--- config.mk ---
export PLATFORM = sky130hd
export DESIGN_NAME = retry_port_hub
export DESIGN_NICKNAME = d
export VERILOG_FILES = /design/src/rtl/retry_hub_pkg.sv /design/src/rtl/rp_pick.sv /design/src/rtl/rp_port.sv /design/src/rtl/rp_target.sv /design/src/rtl/retry_port_hub.sv
export SDC_FILE = /design/constraint.sdc
export NUM_CORES = 1
export LEC_CHECK = 0
export BUFFER_PORTS_ARGS = -buffer_cell sky130_fd_sc_hd__buf_2
export CAP_MARGIN = 10
export CORE_MARGIN = 2
export CORE_UTILIZATION = 45
export DETAILED_ROUTE_END_ITERATION = 16
export GPL_ROUTABILITY_DRIVEN = 0
export PLACE_DENSITY = 0.77
export SETUP_SLACK_MARGIN = 0.2
export SYNTH_ARGS = -nofsm -noshare
export SYNTH_HDL_FRONTEND = slang
export SYNTH_HIERARCHICAL = 1
export SYNTH_SLANG_ARGS = --single-unit
--- constraint.sdc ---
create_clock -name clk -period 2.1 [get_ports clk]
set_input_delay 0.315 -clock clk [delete_from_list [all_inputs] [get_ports clk]]
set_output_delay 0.315 -clock clk [all_outputs]
set_load 0.01 [all_outputs]
--- src/rtl/retry_hub_pkg.sv ---
package retry_hub_pkg;
  typedef enum logic [1:0] {
    TG_IDLE = 2'd0,
    TG_SEND = 2'd1,
    TG_HELD = 2'd2,
    TG_WAIT = 2'd3
  } tgt_state_e;

  function automatic int unsigned idx_w(int unsigned n);
    return (n > 1) ? $clog2(n) : 1;
  endfunction
endpackage

--- src/rtl/rp_pick.sv ---
module rp_pick #(
  parameter int unsigned N = 3
) (
  input  logic [N-1:0] want,
  output logic [N-1:0] pick
);
  always_comb begin
    logic found;
    found = 1'b0;
    pick  = '0;
    for (int i = 0; i < N; i++) begin
      if (want[i] && !found) begin
        pick[i] = 1'b1;
        found   = 1'b1;
      end
    end
  end
endmodule

--- src/rtl/rp_port.sv ---
module rp_port #(
  parameter int unsigned DW = 8
) (
  input  logic          clk,
  input  logic          rst_n,
  input  logic          req_valid,
  input  logic          tgt_idle,
  input  logic          grant,
  input  logic          notice_go,
  input  logic          deliver,
  input  logic [DW-1:0] deliver_data,
  input  logic          rsp_accept,
  input  logic          rsp_retry,
  output logic          cand,
  output logic          notice_want,
  output logic          owes,
  output logic          slot_full,
  output logic          rsp_valid,
  output logic [DW-1:0] rsp_data
);
  logic          held;
  logic          resend;
  logic [DW-1:0] held_data;
  logic          refused;

  assign refused     = req_valid && !grant;
  assign cand        = req_valid && !held && !owes && tgt_idle;
  assign notice_want = owes && !held;
  assign slot_full   = held;
  assign rsp_valid   = deliver || resend;
  assign rsp_data    = deliver ? deliver_data : held_data;

  always_ff @(posedge clk) begin
    if (!rst_n) begin
      owes <= 1'b0;
    end else if (refused) begin
      owes <= 1'b1;
    end else if (notice_go) begin
      owes <= 1'b0;
    end
  end

  always_ff @(posedge clk) begin
    if (!rst_n) begin
      held      <= 1'b0;
      resend    <= 1'b0;
      held_data <= '0;
    end else begin
      if (deliver && !rsp_accept) begin
        held      <= 1'b1;
        held_data <= deliver_data;
      end else if (resend && rsp_accept) begin
        held <= 1'b0;
      end
      resend <= rsp_retry && held && !(resend && rsp_accept);
    end
  end
endmodule

--- src/rtl/rp_target.sv ---
module rp_target
  import retry_hub_pkg::*;
#(
  parameter int unsigned N  = 3,
  parameter int unsigned AW = 8,
  parameter int unsigned DW = 8,
  localparam int unsigned IW = idx_w(N)
) (
  input  logic          clk,
  input  logic          rst_n,
  input  logic          take,
  input  logic [IW-1:0] take_idx,
  input  logic [AW-1:0] take_addr,
  input  logic [DW-1:0] take_data,
  input  logic          mem_req_accept,
  input  logic          mem_req_retry,
  input  logic          mem_rsp_valid,
  output logic          idle,
  output logic          mem_req_valid,
  output logic [AW-1:0] mem_req_addr,
  output logic [DW-1:0] mem_req_data,
  output logic [N-1:0]  deliver_vec
);
  tgt_state_e    st;
  logic [IW-1:0] owner;
  logic          finish;

  assign idle          = (st == TG_IDLE);
  assign mem_req_valid = (st == TG_SEND);
  assign finish        = (st == TG_WAIT) && mem_rsp_valid;

  always_comb begin
    for (int i = 0; i < N; i++) begin
      deliver_vec[i] = finish && (owner == IW'(i));
    end
  end

  always_ff @(posedge clk) begin
    if (!rst_n) begin
      st           <= TG_IDLE;
      owner        <= '0;
      mem_req_addr <= '0;
      mem_req_data <= '0;
    end else begin
      unique case (st)
        TG_IDLE: if (take) begin
          st           <= TG_SEND;
          owner        <= take_idx;
          mem_req_addr <= take_addr;
          mem_req_data <= take_data;
        end
        TG_SEND: st <= mem_req_accept ? TG_WAIT : TG_HELD;
        TG_HELD: if (mem_req_retry) st <= TG_SEND;
        TG_WAIT: if (mem_rsp_valid) st <= TG_IDLE;
        default: st <= TG_IDLE;
      endcase
    end
  end
endmodule

--- src/rtl/retry_port_hub.sv ---
module retry_port_hub
  import retry_hub_pkg::*;
#(
  parameter int unsigned NPORT = 3,
  parameter int unsigned AW    = 8,
  parameter int unsigned DW    = 8,
  localparam int unsigned IW   = idx_w(NPORT)
) (
  input  logic                clk,
  input  logic                rst_n,
  input  logic [NPORT-1:0]    req_valid,
  input  logic [NPORT*AW-1:0] req_addr,
  input  logic [NPORT*DW-1:0] req_data,
  output logic [NPORT-1:0]    req_accept,
  output logic [NPORT-1:0]    retry_req,
  output logic [NPORT-1:0]    rsp_valid,
  output logic [NPORT*DW-1:0] rsp_data,
  input  logic [NPORT-1:0]    rsp_accept,
  input  logic [NPORT-1:0]    rsp_retry,
  output logic                mem_req_valid,
  output logic [AW-1:0]       mem_req_addr,
  output logic [DW-1:0]       mem_req_data,
  input  logic                mem_req_accept,
  input  logic                mem_req_retry,
  input  logic                mem_rsp_valid,
  input  logic [DW-1:0]       mem_rsp_data
);
  logic [NPORT-1:0] cand_vec;
  logic [NPORT-1:0] notice_want_vec;
  logic [NPORT-1:0] notice_ok;
  logic [NPORT-1:0] owes_vec;
  logic [NPORT-1:0] slot_full_vec;
  logic [NPORT-1:0] deliver_vec;
  logic             tgt_idle;
  logic             acc_any;
  logic [IW-1:0]    acc_idx;
  logic [AW-1:0]    acc_addr;
  logic [DW-1:0]    acc_data;

  rp_pick #(.N(NPORT)) u_grant (.want(cand_vec), .pick(req_accept));

  assign acc_any   = |req_accept;
  assign notice_ok = notice_want_vec & {NPORT{tgt_idle && !acc_any}};

  rp_pick #(.N(NPORT)) u_notice (.want(notice_ok), .pick(retry_req));

  always_comb begin
    acc_idx  = '0;
    acc_addr = '0;
    acc_data = '0;
    for (int i = 0; i < NPORT; i++) begin
      if (req_accept[i]) begin
        acc_idx  = IW'(i);
        acc_addr = req_addr[i*AW +: AW];
        acc_data = req_data[i*DW +: DW];
      end
    end
  end

  for (genvar g = 0; g < NPORT; g++) begin : g_port
    rp_port #(.DW(DW)) u_port (
      .clk          (clk),
      .rst_n        (rst_n),
      .req_valid    (req_valid[g]),
      .tgt_idle     (tgt_idle),
      .grant        (req_accept[g]),
      .notice_go    (retry_req[g]),
      .deliver      (deliver_vec[g]),
      .deliver_data (mem_rsp_data),
      .rsp_accept   (rsp_accept[g]),
      .rsp_retry    (rsp_retry[g]),
      .cand         (cand_vec[g]),
      .notice_want  (notice_want_vec[g]),
      .owes         (owes_vec[g]),
      .slot_full    (slot_full_vec[g]),
      .rsp_valid    (rsp_valid[g]),
      .rsp_data     (rsp_data[g*DW +: DW])
    );
  end

  rp_target #(.N(NPORT), .AW(AW), .DW(DW)) u_target (
    .clk            (clk),
    .rst_n          (rst_n),
    .take           (acc_any),
    .take_idx       (acc_idx),
    .take_addr      (acc_addr),
    .take_data      (acc_data),
    .mem_req_accept (mem_req_accept),
    .mem_req_retry  (mem_req_retry),
    .mem_rsp_valid  (mem_rsp_valid),
    .idle           (tgt_idle),
    .mem_req_valid  (mem_req_valid),
    .mem_req_addr   (mem_req_addr),
    .mem_req_data   (mem_req_data),
    .deliver_vec    (deliver_vec)
  );
endmodule

Word level (Yosys, flattened, before mapping)
Index checks and enable logic that the tools add are counted.
Widths: inputs -> output; s select.
{"block": "op_classes", "n_eq_ne": 8, "n_mux": 36, "n_bitwise": 1, "reduce_logical": 69}
{"op": "$mux 8", "count": 9}
{"op": "$logic_and 1x1->1", "count": 36}
{"op": "$mux 1", "count": 22}
{"op": "$logic_not 1->1", "count": 19}
{"op": "$reduce_bool 2->1", "count": 6}
{"op": "$mux 2", "count": 4}
{"op": "$pmux 2 s4", "count": 1}
{"op": "$eq 2x2->1 const B", "count": 3}
{"op": "$ne 2x2->1 const B", "count": 3}
{"op": "$eq 2x1->1 const B", "count": 2}
{"op": "$logic_not 2->1", "count": 2}
{"op": "$and 3x3->3", "count": 1}
{"op": "$logic_or 1x1->1", "count": 3}
{"op": "$reduce_and 3->1", "count": 1}
{"op": "$reduce_or 3->1", "count": 1}
{"op": "$reduce_and 2->1", "count": 1}
{"block": "totals", "ff_bits": 53, "in_bits": 70, "output_inout_bits": 50, "word_cells": 130}

Depth between registers and ports, before layout
{"block": "logic_depth", "ltp_word": 24, "ltp_mapped": 11, "mapped_depth_nobuf": 9}

Cells and area by module
The synthesis kept the hierarchy.
{"mod": "rp_port", "n_inst": 3, "cells_per_inst": 58, "area_per_inst_um2": 559.3, "seq_area_each_um2": 220.2}
{"mod": "rp_target", "n_inst": 1, "cells_per_inst": 99, "area_per_inst_um2": 899.6, "seq_area_each_um2": 400.4}
{"mod": "retry_port_hub", "n_inst": 1, "cells_per_inst": 78, "area_per_inst_um2": 490.5, "seq_area_each_um2": 0.0}
{"mod": "rp_pick", "n_inst": 2, "cells_per_inst": 3, "area_per_inst_um2": 26.3, "seq_area_each_um2": 0.0}

Least setup slack after synthesis
OpenSTA, ideal clock, no wires.
{"block": "synth_timing", "path_type": "register to register", "from": "register u_target.st[1]", "to": "register u_target.owner[1]", "setup_ns": 0.072, "arrival_ns": 2.254, "required_ns": 2.028, "setup_slack_ns": -0.226, "path_stages_with_launch": 11, "n_path_buf": 3, "period_less_slack_ns": 2.326, "cell_sequence": "dfxtp_1 buf_4 nor2_1 nand2_1 nor3_1 nor2b_1 or3_1 nor3b_2 buf_6 buf_12 mux2i_1"}
{"block": "synth_via", "word_cells_on_any_way": 15, "classes_between": "5 x mux; 10 x reduce/logical"}
{"item": "start, declared", "line": "rp_target.sv:24", "text": "tgt_state_e st;"}
{"item": "start signal, assigned", "line": "rp_target.sv:52", "text": "TG_SEND: st <= mem_req_accept ? TG_WAIT : TG_HELD;"}
{"item": "$logic_not 2->1", "line": "rp_target.sv:28", "text": "assign idle = (st == TG_IDLE);"}
{"item": "net tgt_idle", "line": "retry_port_hub.sv:34", "text": "logic tgt_idle;"}
{"item": "$logic_and 1x1->1", "line": "rp_port.sv:27", "text": "assign cand = req_valid && !held && !owes && tgt_idle;"}
{"item": "net cand_vec[1]", "line": "retry_port_hub.sv:28", "text": "logic [NPORT-1:0] cand_vec;"}
{"item": "$logic_and 1x1->1", "line": "rp_pick.sv:12", "text": "if (want[i] && !found) begin"}
{"item": "$mux 1", "line": "rp_pick.sv:12"}
{"item": "net req_accept[1]", "line": "retry_port_hub.sv:14", "text": "output logic [NPORT-1:0] req_accept,"}
{"item": "$reduce_or 3->1", "line": "retry_port_hub.sv:42", "text": "assign acc_any = |req_accept;"}
{"item": "net acc_any", "line": "retry_port_hub.sv:35", "text": "logic acc_any;"}
{"item": "$reduce_and 2->1 (no source line)"}
{"item": "end signal, assigned", "line": "rp_target.sv:48", "text": "owner <= take_idx;"}
{"item": "end, declared", "line": "rp_target.sv:25", "text": "logic [IW-1:0] owner;"}
The timed path passes the listed nets, and every way through them passes these cells.
A chain may end at the register's enable or synchronous reset.

Worst setup path in the final report
{"block": "layout_timing", "from": "register u_target.st[1]", "to": "output retry_req[2]"}
{"block": "layout_via", "word_cells_on_any_way": 23, "classes_between": "7 x mux; 1 x bitwise; 15 x reduce/logical"}
{"item": "$logic_not 2->1 *", "line": "rp_target.sv:28"}
{"item": "net tgt_idle", "line": "retry_port_hub.sv:34"}
{"item": "$logic_and 1x1->1", "line": "rp_port.sv:27"}
{"item": "$mux 1", "line": "rp_pick.sv:12"}
{"item": "$logic_not 1->1", "line": "rp_pick.sv:12"}
{"item": "$logic_and 1x1->1", "line": "rp_pick.sv:12"}
{"item": "$mux 1", "line": "rp_pick.sv:12"}
{"item": "$logic_not 1->1", "line": "rp_pick.sv:12"}
{"item": "$logic_and 1x1->1", "line": "rp_pick.sv:12"}
{"item": "$mux 1", "line": "rp_pick.sv:12"}
{"item": "$reduce_or 3->1", "line": "retry_port_hub.sv:42"}
{"item": "$logic_not 1->1", "line": "retry_port_hub.sv:43", "text": "assign notice_ok = notice_want_vec & {NPORT{tgt_idle && !acc_any}};"}
{"item": "$logic_and 1x1->1 *", "line": "retry_port_hub.sv:43"}
{"item": "$and 3x3->3 *", "line": "retry_port_hub.sv:43"}
{"item": "net notice_ok[2]", "line": "retry_port_hub.sv:30", "text": "logic [NPORT-1:0] notice_ok;"}
{"item": "$logic_and 1x1->1 *", "line": "rp_pick.sv:12"}
{"item": "$mux 1 *", "line": "rp_pick.sv:12"}
{"item": "end, declared", "line": "retry_port_hub.sv:15", "text": "output logic [NPORT-1:0] retry_req,"}
Mark *: on every way through the listed nets, which the timed path passes. The rest lies on a longest branch.

==> impl_metrics.toml <==
[yosys]
yosysMostFrequentCell = "nand2_1"
ys_top_cells_by_count = "90 x nand2_1, 53 x dfxtp_1, 43 x mux2i_1, 32 x a21oi_1, 23 x nor2b_1"
synth_cell_type_count = 31
synth-edff-count = 0
syn_avg_cell_area_um2 = 8.74
synth_area_leaders = "dfxtp_1 34%, mux2i_1 14%, nand2_1 11%"
synth.top_cell.area_share = 0.340
netlist_instances = 357
ys_warn_count = 6
syn_nets = 427
ys.flop_type = "dfxtp_1"
syn_area_um2 = 3120
ys_ff_latch = 53
yosysSeqAreaShare = 0.340
synth_area_leader_cell = "dfxtp_1"
ys_async_sr_fraction = 0

[global_routing]
met2_usage = 0.379
antenna_found_initial = 0
grt_usage = 0.203
gr-usage-met1 = 0.233
grt_pass1_vias = 2718
grt-ovfl-total = 0
grt_max_degree = 57
met3_usage = 0.0464
grt_pass1_wl_mm = 12.5
busiest_layer = "met2"

[timing]
skew_ns = 0.0116
rsz0062_at_grt = "yes"
slew_headroom = 0.679
setup_viol = 41
fmax_ghz = 0.408
fin_crit_sh = 1.17
hold_ws_ns = 0.224
fin_ws_ns = -0.354
tightestPinTransition_ns = 0.482
min_period_ns = 2.45
drv_slew = 0
hold_viol_final = 0

[min_path]
holdCritPathClass = "in -> reg"

[clock_tree]
cts_made_buffers = 5
cts_sinks = 53
cts_hold_buf = 0
cts.path.max_buffers = 2
clk_pin_slew_ns = 0.10
cts_tree = "done"
root_buffer = "clkbuf_8"
h-tree-depth = 2
insertion_delay_ns = 0.31

[placement]
portBuffers = 119
post_dp_cell_area_um2 = 3760
place_hpwl_mm = 5.55

[status]
violations = "setup timing"
status = "finished with violations"

[worst_setup_path]
cp-end-kind = "output pin"
startpoint = "u_target/st[1]$_SDFFE_PN0P_"
worst-path-max-fanout = 3
cp_num_cells = 10
cp_top_family = "simple AND/OR/NAND/NOR gates"
critical_path_class = "reg -> out"
slowest_stage = "dfxtp_2"
arrival_ns = 2.14
rr_endpoint = "u_target/mem_req_data[4]$_SDFFE_PN0P_"
path_buf_inv = 3
cp-endpoint = "retry_req[2]"
rr_worst_depth = 14
crit_chain = "nor2_4 -> nand2_2 -> nor3_4 -> buf_4 -> buf_6 -> nor2b_4 -> nor4b_4 -> and2_1 -> nor3b_4 -> buf_2"
start_kind = "register"
r2r_slack_ns = -0.30
r2r-start = "u_target/st[1]$_SDFFE_PN0P_"
crit_required_ns = 1.78
cpPeakStageDelay_ns = 0.35

[route]
vias = 2975
via_per_inst = 5.14
wl_mm = 8.81
wl_per_cell_um = 15.2
drtPass1Iterations = 4
antenna_left = 0
drtIter0Drc = 90
drc = 0

[layout]
antenna_cells = 0
final_area_um2 = 4430
drive_above_1_share = 0.413
fin_nets = 568
areaGrowthSynthToFinish_pct = 42.0
n_fill_cell = 550

[pwr]
ir_worst_vdd_v = 0.000453
power_density_nw_per_um2 = 984
leakagePower_nw = 2.04

[die]
rows = 30
io_pins = 120
start_util = 0.462
die_area_um2 = 7620
die_h_um = 87.3
core_um2 = 6760
die_w_um = 87.3

[run]
max_cap_viol_count = 0
## sequential cells by signal (all words and copies together) (netlist names)
register	count
g_port.u_port/held_data	24
u_target/mem_req_addr	8
u_target/mem_req_data	8
g_port.u_port/owes	3
g_port.u_port/resend	3
g_port.u_port/slot_full	3
u_target/owner	2
u_target/st	2
## layout by cell type (no fill, tap or decap), drive strengths merged, types with 2 or more instances in the layout
cell type | Yosys | final
o21a | 4 | 4
and2 | 4 | 4
a21boi | 7 | 7
nand2b | 7 | 7
or2 | 3 | 3
buf | 28 | 161
mux2i | 43 | 43
nor2 | 2 | 2
nor3 | 4 | 4
nor3b | 4 | 4
dfxtp | 53 | 53
mux2 | 24 | 24
nand3b | 16 | 16
clkbuf | 2 | 7
nand2 | 90 | 90
bufinv | 0 | 2
a21oi | 32 | 32
and3 | 3 | 3
nor2b | 26 | 26
nor4b | 2 | 2
## cell type report
type	instances	area [um^2]	share of cell area
Clock buffer	5	68.8	0.0155
Clock inverter	3	68.8	0.0155
Multi-Input combinational cell	274	1960	0.441
Sequential cell	53	1070	0.241
Tap cell	80	100	0.0226
Timing Repair Buffer	164	1170	0.265
## routing by layer
| metal | vias up | part of all wire |
|---|---|---|
| li1 | 1484 | - |
| met1 | 1360 | 0.40 |
| met2 | 118 | 0.52 |
| met3 | 13 | 0.066 |
| met4 | 0 | 0.018 |
| met5 | - | 0 |
## stage by stage
step / std cells / TNS, ns / setup WS, ns / util / power [W]
final: 579 / -6.59 / -0.354 / 0.656 / 0.00436
after global routing: 579 / -10.88 / -0.480 / 0.656 / 0.00458
after CTS: 562 / -1.59 / -0.213 / 0.611 / 0.00385
after detailed placement: 539 / -0.0152 / -0.00933 / 0.556 / 0.00275
after global placement: 539 / 0 / 0.0696 / 0.556 / 0.00272
after floorplan: 357 / 0 / 0.0883 / - / 0.00242
## report_power, final
part / leakage (nW) / internal, W / switching (W)
clock: 0.0687 / 0.000480 / 0.000349
combinational: 1.54 / 0.00130 / 0.000997
sequential: 0.431 / 0.00114 / 0.0000950
## worst register-to-register path, delay by kind of cell (launching register included)
kind / cells / cell delay [ns]
flops: 1 / 0.35
buf+inv: 7 / 0.87
simple gates: 6 / 0.92
mux: 1 / 0.19
## kinds of logic (layout without fill, tap and decap cells)
logic type | Yosys count | after routing | share of synthesized area
compound gates | 44 | 44 | 0.0806
mux | 67 | 67 | 0.225
buf+inv | 30 | 172 | 0.0786
flops | 53 | 53 | 0.340
simple gates | 163 | 163 | 0.276
## how the worst min path moves through the flow
stage,startpoint,to,slack [ns],depth (start not counted)
2_1_floorplan,g_port[0].u_port/held_data[0]$_SDFFE_PN0P_,g_port[0].u_port/held_data[0]$_SDFFE_PN0P_,0.43,2
3_3_place_gp,g_port[1].u_port/held_data[6]$_SDFFE_PN0P_,g_port[1].u_port/held_data[6]$_SDFFE_PN0P_,0.44,2
3_5_place_dp,g_port[2].u_port/held_data[6]$_SDFFE_PN0P_,g_port[2].u_port/held_data[6]$_SDFFE_PN0P_,0.45,2
4_1_cts,rsp_retry[0],g_port[0].u_port/resend$_SDFF_PN0_,0.22,2
5_1_grt,rsp_retry[2],g_port[2].u_port/resend$_SDFF_PN0_,0.23,2
6_report,rsp_retry[1],g_port[1].u_port/resend$_SDFF_PN0_,0.22,2
## repair_timing
item                       in CTS  in global routing
gates resized for setup        25                 24
gates cloned                    2                  2
buffers inserted               13                 15
setup endpoints to repair      53                 64
pin swaps                       7                  6
(Power assumes the default switching activity.)
